$ cat src/rtl/mbox_pkg.sv
package mbox_pkg;
    localparam int unsigned DATA_W  = 8;
    localparam int unsigned FLAG_W  = 6;
    localparam int unsigned BIT_SRST = 6;
    localparam int unsigned BIT_SET  = 7;

    typedef struct packed {
        logic cpu_hold;   // bit 5
        logic two_byte;   // bit 4
        logic nmi_en;     // bit 3
        logic spare_en;   // bit 2
        logic pirq_en;    // bit 1
        logic hirq_en;    // bit 0
    } flags_t;

    function automatic logic [1:0] path_cap(input logic two_byte);
        return two_byte ? 2'd2 : 2'd1;
    endfunction

    function automatic logic path_ready(input logic [1:0] cnt, input logic two_byte);
        return two_byte ? (cnt == 2'd2) : (cnt != 2'd0);
    endfunction

    function automatic logic path_room(input logic [1:0] cnt, input logic two_byte);
        return cnt < path_cap(two_byte);
    endfunction
endpackage

$ cat src/rtl/mbox_path.sv
module mbox_path
    import mbox_pkg::*;
#(
    parameter int unsigned DW          = DATA_W,
    parameter int unsigned PRELOAD_CNT = 0,
    parameter logic [DW-1:0] PRELOAD_VAL = '0
) (
    input  logic          clk,
    input  logic          clr,
    input  logic          two_byte,
    input  logic          wr,
    input  logic [DW-1:0] wdata,
    input  logic          rd,
    output logic [DW-1:0] rdata,
    output logic          avail,
    output logic          nfull
);
    localparam logic [1:0] PRE_CNT = 2'(PRELOAD_CNT);

    logic [1:0]    cnt, cnt_mid, cnt_nx;
    logic [DW-1:0] s0, s1, s0_nx, s1_nx;
    logic          push_ok, pop_ok;

    always_comb begin
        push_ok = wr && (cnt < path_cap(two_byte));
        pop_ok  = rd && (cnt != 2'd0);
        s0_nx   = pop_ok ? s1 : s0;
        s1_nx   = s1;
        cnt_mid = cnt - {1'b0, pop_ok};
        if (push_ok) begin
            if (cnt_mid == 2'd0) s0_nx = wdata;
            else                 s1_nx = wdata;
        end
        cnt_nx = cnt_mid + {1'b0, push_ok};
    end

    always_ff @(posedge clk) begin
        if (clr) begin
            cnt <= PRE_CNT;
            s0  <= PRELOAD_VAL;
            s1  <= '0;
        end else begin
            cnt <= cnt_nx;
            s0  <= s0_nx;
            s1  <= s1_nx;
        end
    end

    assign rdata = s0;
    assign avail = path_ready(cnt, two_byte);
    assign nfull = path_room(cnt, two_byte);

    p_no_overflow_r5: assert property (@(posedge clk) cnt <= 2'd2);

    p_reset_preload_r1: assert property (@(posedge clk)
        clr |=> (cnt == PRE_CNT && s0 == PRELOAD_VAL));

    p_full_write_dropped_r4: assert property (@(posedge clk) disable iff (clr)
        (wr && !rd && cnt >= path_cap(two_byte))
        |=> (cnt == $past(cnt) && s0 == $past(s0) && s1 == $past(s1)));

    p_pop_order_r6: assert property (@(posedge clk) disable iff (clr)
        (rd && !wr && cnt == 2'd2) |=> (cnt == 2'd1 && s0 == $past(s1)));

    p_empty_read_noop_r6: assert property (@(posedge clk) disable iff (clr)
        (rd && !wr && cnt == 2'd0) |=> (cnt == 2'd0));
endmodule

$ cat src/rtl/mbox_ctrl.sv
module mbox_ctrl
    import mbox_pkg::*;
(
    input  logic        clk,
    input  logic        rst,
    input  logic        wr,
    input  logic [7:0]  wdata,
    output flags_t      flags,
    output logic        soft_rst
);
    flags_t sel;

    assign sel      = flags_t'(wdata[FLAG_W-1:0]);
    assign soft_rst = wr && wdata[BIT_SET] && wdata[BIT_SRST];

    always_ff @(posedge clk) begin
        if (rst)
            flags <= '0;
        else if (wr)
            flags <= wdata[BIT_SET] ? (flags | sel) : (flags & ~sel);
    end

    p_hard_clear_r1: assert property (@(posedge clk) rst |=> flags == '0);

    p_set_r2: assert property (@(posedge clk) disable iff (rst)
        (wr && wdata[BIT_SET]) |=> ((flags & $past(sel)) == $past(sel)));

    p_clear_r2: assert property (@(posedge clk) disable iff (rst)
        (wr && !wdata[BIT_SET]) |=> ((flags & $past(sel)) == '0));

    p_hold_r2: assert property (@(posedge clk) disable iff (rst)
        !wr |=> $stable(flags));
endmodule

$ cat src/rtl/mbox_channel.sv
module mbox_channel
    import mbox_pkg::*;
#(
    parameter int unsigned DW = DATA_W
) (
    input  logic              clk,
    input  logic              rst,
    input  logic              ctl_wr,
    input  logic [7:0]        ctl_wdata,
    output logic [FLAG_W-1:0] ctl_flags,
    input  logic              h_wr,
    input  logic [DW-1:0]     h_wdata,
    input  logic              p_rd,
    output logic [DW-1:0]     p_rdata,
    output logic              h2p_avail,
    output logic              h2p_nfull,
    input  logic              p_wr,
    input  logic [DW-1:0]     p_wdata,
    input  logic              h_rd,
    output logic [DW-1:0]     h_rdata,
    output logic              p2h_avail,
    output logic              p2h_nfull,
    output logic              p_nmi,
    output logic              p_cpu_rst
);
    flags_t flags;
    logic   soft_rst, path_clr;

    mbox_ctrl u_ctrl (
        .clk      (clk),
        .rst      (rst),
        .wr       (ctl_wr),
        .wdata    (ctl_wdata),
        .flags    (flags),
        .soft_rst (soft_rst)
    );

    assign path_clr = rst | soft_rst;

    mbox_path #(.DW(DW), .PRELOAD_CNT(0), .PRELOAD_VAL('0)) u_h2p (
        .clk      (clk),
        .clr      (path_clr),
        .two_byte (flags.two_byte),
        .wr       (h_wr),
        .wdata    (h_wdata),
        .rd       (p_rd),
        .rdata    (p_rdata),
        .avail    (h2p_avail),
        .nfull    (h2p_nfull)
    );

    mbox_path #(.DW(DW), .PRELOAD_CNT(1), .PRELOAD_VAL('0)) u_p2h (
        .clk      (clk),
        .clr      (path_clr),
        .two_byte (flags.two_byte),
        .wr       (p_wr),
        .wdata    (p_wdata),
        .rd       (h_rd),
        .rdata    (h_rdata),
        .avail    (p2h_avail),
        .nfull    (p2h_nfull)
    );

    assign ctl_flags = flags;
    assign p_cpu_rst = flags.cpu_hold;
    assign p_nmi     = flags.nmi_en && (p2h_nfull || h2p_avail);

    p_cpu_rst_source_r3: assert property (@(posedge clk) disable iff (rst)
        $rose(p_cpu_rst) |-> $past(ctl_wr && ctl_wdata[BIT_SET] && ctl_wdata[5]));

    p_soft_reset_empties_r7: assert property (@(posedge clk) disable iff (rst)
        soft_rst |=> (!h2p_avail && h2p_nfull));

    p_soft_reset_keeps_flags_r7: assert property (@(posedge clk) disable iff (rst)
        (soft_rst && ctl_wdata[5:0] == '0) |=> $stable(ctl_flags));

    p_nmi_gated_r8: assert property (@(posedge clk) disable iff (rst)
        !ctl_flags[3] |-> !p_nmi);
endmodule

$ cat config.mk
export PLATFORM = sky130hd
export DESIGN_NAME = mbox_channel
export DESIGN_NICKNAME = d
export VERILOG_FILES = /design/src/rtl/mbox_pkg.sv /design/src/rtl/mbox_path.sv /design/src/rtl/mbox_ctrl.sv /design/src/rtl/mbox_channel.sv
export SDC_FILE = /design/constraint.sdc
export NUM_CORES = 1
export LEC_CHECK = 0
export BUFFER_PORTS_ARGS = -buffer_cell sky130_fd_sc_hd__buf_2
export CORE_ASPECT_RATIO = 0.8
export CORE_MARGIN = 2
export CORE_UTILIZATION = 23
export CTS_BUF_LIST = sky130_fd_sc_hd__clkbuf_8
export DETAILED_ROUTE_END_ITERATION = 12
export PLACE_DENSITY_LB_ADDON = 0.3
export SETUP_SLACK_MARGIN = 0.02
export SYNTH_ARGS = -nofsm -noshare
export SYNTH_HDL_FRONTEND = slang
export SYNTH_SLANG_ARGS = --single-unit
$ cat constraint.sdc
create_clock -name clk -period 2.3 [get_ports clk]
set_input_delay 0.23 -clock clk [delete_from_list [all_inputs] [get_ports clk]]
set_output_delay 0.23 -clock clk [all_outputs]
set_load 0.05 [all_outputs]
== After elaboration in Yosys (flattened, before gate mapping) ==
Cells that the tools add are included.
Word-level totals
  logic and storage cells: 50
  register bits after elaboration: 42
Cells by class
  multiplexer cells: 10
  bitwise logic cells: 6
  $lt $le $gt $ge: 2
  add/subtract/negate cells: 4
  reduce and logical (&&, ||, !) cells: 14
  eq/ne operators: 2
Operators by type and width (count)
  8-bit two-way mux: 6
  1-bit logical AND: 7
  6-bit bitwise AND: 1
  6-bit two-way mux: 1
  6-bit NOT: 1
  6-bit OR: 1
  2-bit by 1-bit adder with 2-bit output: 2
  2-bit == test, second input constant: 2
  2-bit zero test: 2
  2-bit less-than comparator: 2
  2-bit AND reduction: 2
  2-bit nonzero test: 2
  2-bit by 1-bit subtractor with 2-bit output: 2
  1-bit two-way mux: 2
  2-bit two-way mux: 1
  1-bit NOT: 2
  1-bit logical OR: 1
  1-bit OR: 1

== Longest topological paths before layout ==
  depth after elaboration: 6
  mapped depth: 7
  depth with buffers taken out: 7

== Cells and area by module ==
A second synthesis with hierarchy kept.
Unflattened totals
  cells, all modules: 215
  area, all modules: 2215.9 um^2
Modules (own cells, without submodules)
  mbox_path (u_p2h): instances 1, area an instance 969.7 um^2, seq. area each 360.3 um^2, cells each 93
  mbox_path (u_h2p): instances 1, area an instance 965.9 um^2, seq. area each 360.3 um^2, cells each 93
  mbox_ctrl: instances 1, area an instance 259.0 um^2, seq. area each 120.1 um^2, cells each 26
  mbox_channel: instances 1, area an instance 21.3 um^2, seq. area each 0.0 um^2, cells each 3

== Least setup slack after synthesis ==
Ideal clock, no wire load.
  path kind: register -> output
  start point: register with a tool-made name
  end point: output port p_nmi
  required time: 2.070 ns
  arrival time: 2.114 ns
  cell stages (with the launch flop): 6
  path slack: -0.044 ns
  buffers on the path: 0
  cell sequence: dfxtp_1 > inv_1 > ha_1 > o21a_1 > nor2_1 > o21a_1
RTL lines
  end: declaration: RTL line mbox_channel.sv:23  | output logic p_nmi,

==> metrics.txt <==
nets=between 300 and 400; Hold Path Class=in -> reg; CTS Sinks=42; fraction of the yosys area taken by sequential cells=0.391; fmax=roughly 490 MHz; Period Utilization, post-route=0.886; synthesized instance count=roughly 230; row count=31; # port buffers=a little under 60; DR DRC count=0; crit end category=flop; # resized after CTS=0; Post-synth EDFFs=0; first-pass GRT wire length=between 9 and 10 mm; Vias/cell=4.54; Setup violations, final=0; syn nets=260; asr flop ratio synth=0; max incr delay on CP=~0.75 ns; kind of critical path=reg -> reg; Synth Area in Compound Gates=0.192; DP Worst Slack=0.266 ns; final wirelength=5.52 mm; WP data arrival=between 2 and 2.5 ns; status=finished clean; CTS tree=built; CTS clk-pin slew, worst paths=approximately 0.09 ns; Post-CTS Setup Inserts=0; skew final=~0.0090 ns; DR pass1 iterations=4; RePlAce Congestion=between 0.7 and 0.8; TritonCTS Buffers=5; type of origin of the critical path=flop; Period minus WS final=slightly above 2 ns; mean area per synthesized cell=roughly 9.5 µm²; Synth Area in Adders=0.0175; XOR/XNOR Fraction of Synth Area=0; Synth cell types=36; Clock Latency Late Sink=slightly below 0.3 ns; Fin Setup TNS=0 ns; Antenna Cells=0; vias in the first global route=between 1.5k and 2k; antenna violations before repair=0; PwrDens=between 600 and 700 nW/µm²; Die Area=approximately 10000 µm²; core area=9080 µm²; top_reg_cell synth=dfxtp_1; fin. max-slew vios=0; Max clock buf depth=2; Detail Placement HPWL=around 4.0 mm; Initial Utilization=0.237; Area Growth Syn to Fin=24.0%; GR Overflow Total=0; antenna viol nets, final=0; main combinational cell family by area after synthesis=compound AO/OA/AOI/OAI gates; CP cell instances=inv_1 -> ha_1 -> o21a_1 -> or4_1 -> a221oi_2; dpl cell area=roughly 2600 µm²; final setup margin=about 0.26 ns; Critical Path RT=between 2 and 3 ns; Detailed Route Iter0 Violations=104; max cap viols=0; unrepaired setup endpoints after global routing=no; simple-gate area share of the yosys netlist=0.183; Slew HR=0.560; IO Pins=slightly below 60; Cell Area, Synth=~2100 µm²; Max FO, Critical Path=8; LEAKAGE=around 1.2 nW; Top delay family on crit path=simple AND/OR/NAND/NOR gates; CTS Root Cell=clkbuf_8; Warnings, synthesis=0; worst vdd ir=roughly 0.00027 V; #FFs+latches synth=between 40 and 50; vias after detailed routing=~1.8k; H-tree level count=2; largest net degree at the start of global routing=35; hold_ws=0.188 ns; Die X=around 110 µm; Post-Layout Inst Area=about 2700 µm²; Final Hold Fails=0; Tightest Pin Transition=roughly 0.66 ns; Slowest-stage cell, CP=or4_1; multiplexer area fraction after synthesis=0.164; fraction of final layout cells sized beyond drive strength 1=0.351; Worst Path Buf+Inv=1; cts hold-fix bufs=0; WL/cell=between 10 and 15 µm; Die Y=a little over 90 µm; Tot GR Track Use=0.111
-- cell usage after synthesis, drive strengths merged (2+ instances only) --
| library cell | number | area share |
|---|---|---|
| nor3 | 17 | 0.040 |
| nor2b | 4 | 0.012 |
| o21ai | 5 | 0.015 |
| and3b | 2 | 0.0082 |
| a211oi | 2 | 0.013 |
| or4 | 2 | 0.0087 |
| dfxtp | 42 | 0.39 |
| a221oi | 17 | 0.12 |
| nor2 | 5 | 0.0099 |
| mux2i | 34 | 0.16 |
| nand2b | 3 | 0.0087 |
| buf | 11 | 0.034 |
| o211a | 2 | 0.0093 |
| o21a | 3 | 0.010 |
| inv | 3 | 0.0052 |
| nand3 | 5 | 0.012 |
| a21oi | 6 | 0.014 |
| a31oi | 2 | 0.0058 |
| ha | 3 | 0.017 |
| nand2 | 45 | 0.079 |
| clkbuf | 8 | 0.014 |
-- logic make-up (layout without fill, tap and decap cells) --
| kind of cell | count (synthesis) | count (layout) |
|---|---|---|
| AND/OR/NAND/NOR | 85 | 85 |
| flip-flops | 42 | 42 |
| AO/OA/AOI/OAI | 39 | 39 |
| multiplexers | 35 | 35 |
| buffers and inverters | 22 | 78 |
| adder cells (fa/ha/maj) | 3 | 3 |
-- worst min-delay path, stage by stage --
cell and delay, ns:
buf_2 0.10, nand2_1 0.05, mux2i_1 0.05
-- where the power goes --
part           internal (mW)  switching (mW)  leakage [nW]
clock network          0.244           0.260        0.0530
logic                  0.165           0.350         0.762
registers              0.770          0.0287         0.342
-- metrics by stage --
stage / cells / total power [mW] / utilization
finish: 397 / 1.82 / 0.294
global route: 397 / 1.92 / 0.294
CTS: 397 / 1.85 / 0.294
detailed placement: 389 / 1.34 / 0.283
global placement: 389 / 1.33 / 0.283
floorplan: 226 / 1.20 / -
-- worst paths after layout --
path / start / end / slack (ns) / depth (start not counted)
setup / recovery: flop / u_p2h.rdata[5]$_SDFF_PP0_ / 0.26 / 5
hold / removal: h_wdata[1] / u_h2p.s1[1]$_SDFFE_PP0P_ / 0.19 / 3
setup reg to reg: flop / u_p2h.rdata[5]$_SDFF_PP0_ / 0.26 / 5
hold reg to reg: u_h2p.s1[1]$_SDFFE_PP0P_ / u_h2p.s1[1]$_SDFFE_PP0P_ / 0.46 / 2
-- cell usage in the layout (no fill, tap or decap), types with 2 or more instances in the layout --
cell / Yosys / layout
buf_2: 4 / 58
nand2_1: 45 / 45
dfxtp_1: 42 / 42
mux2i_1: 34 / 34
nor3_1: 17 / 17
a221oi_2: 16 / 16
buf_4: 3 / 8
a21oi_1: 6 / 6
clkbuf_8: 0 / 6
nand3_1: 5 / 5
nor2b_1: 4 / 4
o21a_1: 3 / 3
inv_1: 2 / 3
nor2_1: 4 / 3
nand2b_1: 3 / 3
ha_1: 3 / 3
nor2_2: 1 / 2
o21ai_1: 2 / 2
and3b_1: 2 / 2
o211a_1: 2 / 2
o21ai_2: 2 / 2
-- layout make-up --
class	count	area, µm²
well taps	115	144
flip-flops and latches	42	841
multi-input cells	162	1200
inverters	3	11.3
clock buffers	6	82.6
clock inverters	2	12.5
repair buffers	67	370
fillers	973	6410
-- per-layer routing --
| metal | up-vias | global-route usage | wire [µm] |
|---|---|---|---|
| met5 | - | 0 | 0 |
| met1 | 834 | 0.161 | 2870 |
| li1 | 917 | - | - |
| met2 | 48 | 0.159 | 2280 |
| met4 | 0 | 0.0213 | 26 |
| met3 | 2 | 0.0362 | 341 |
Note: power is estimated with default switching activity, not from simulation.
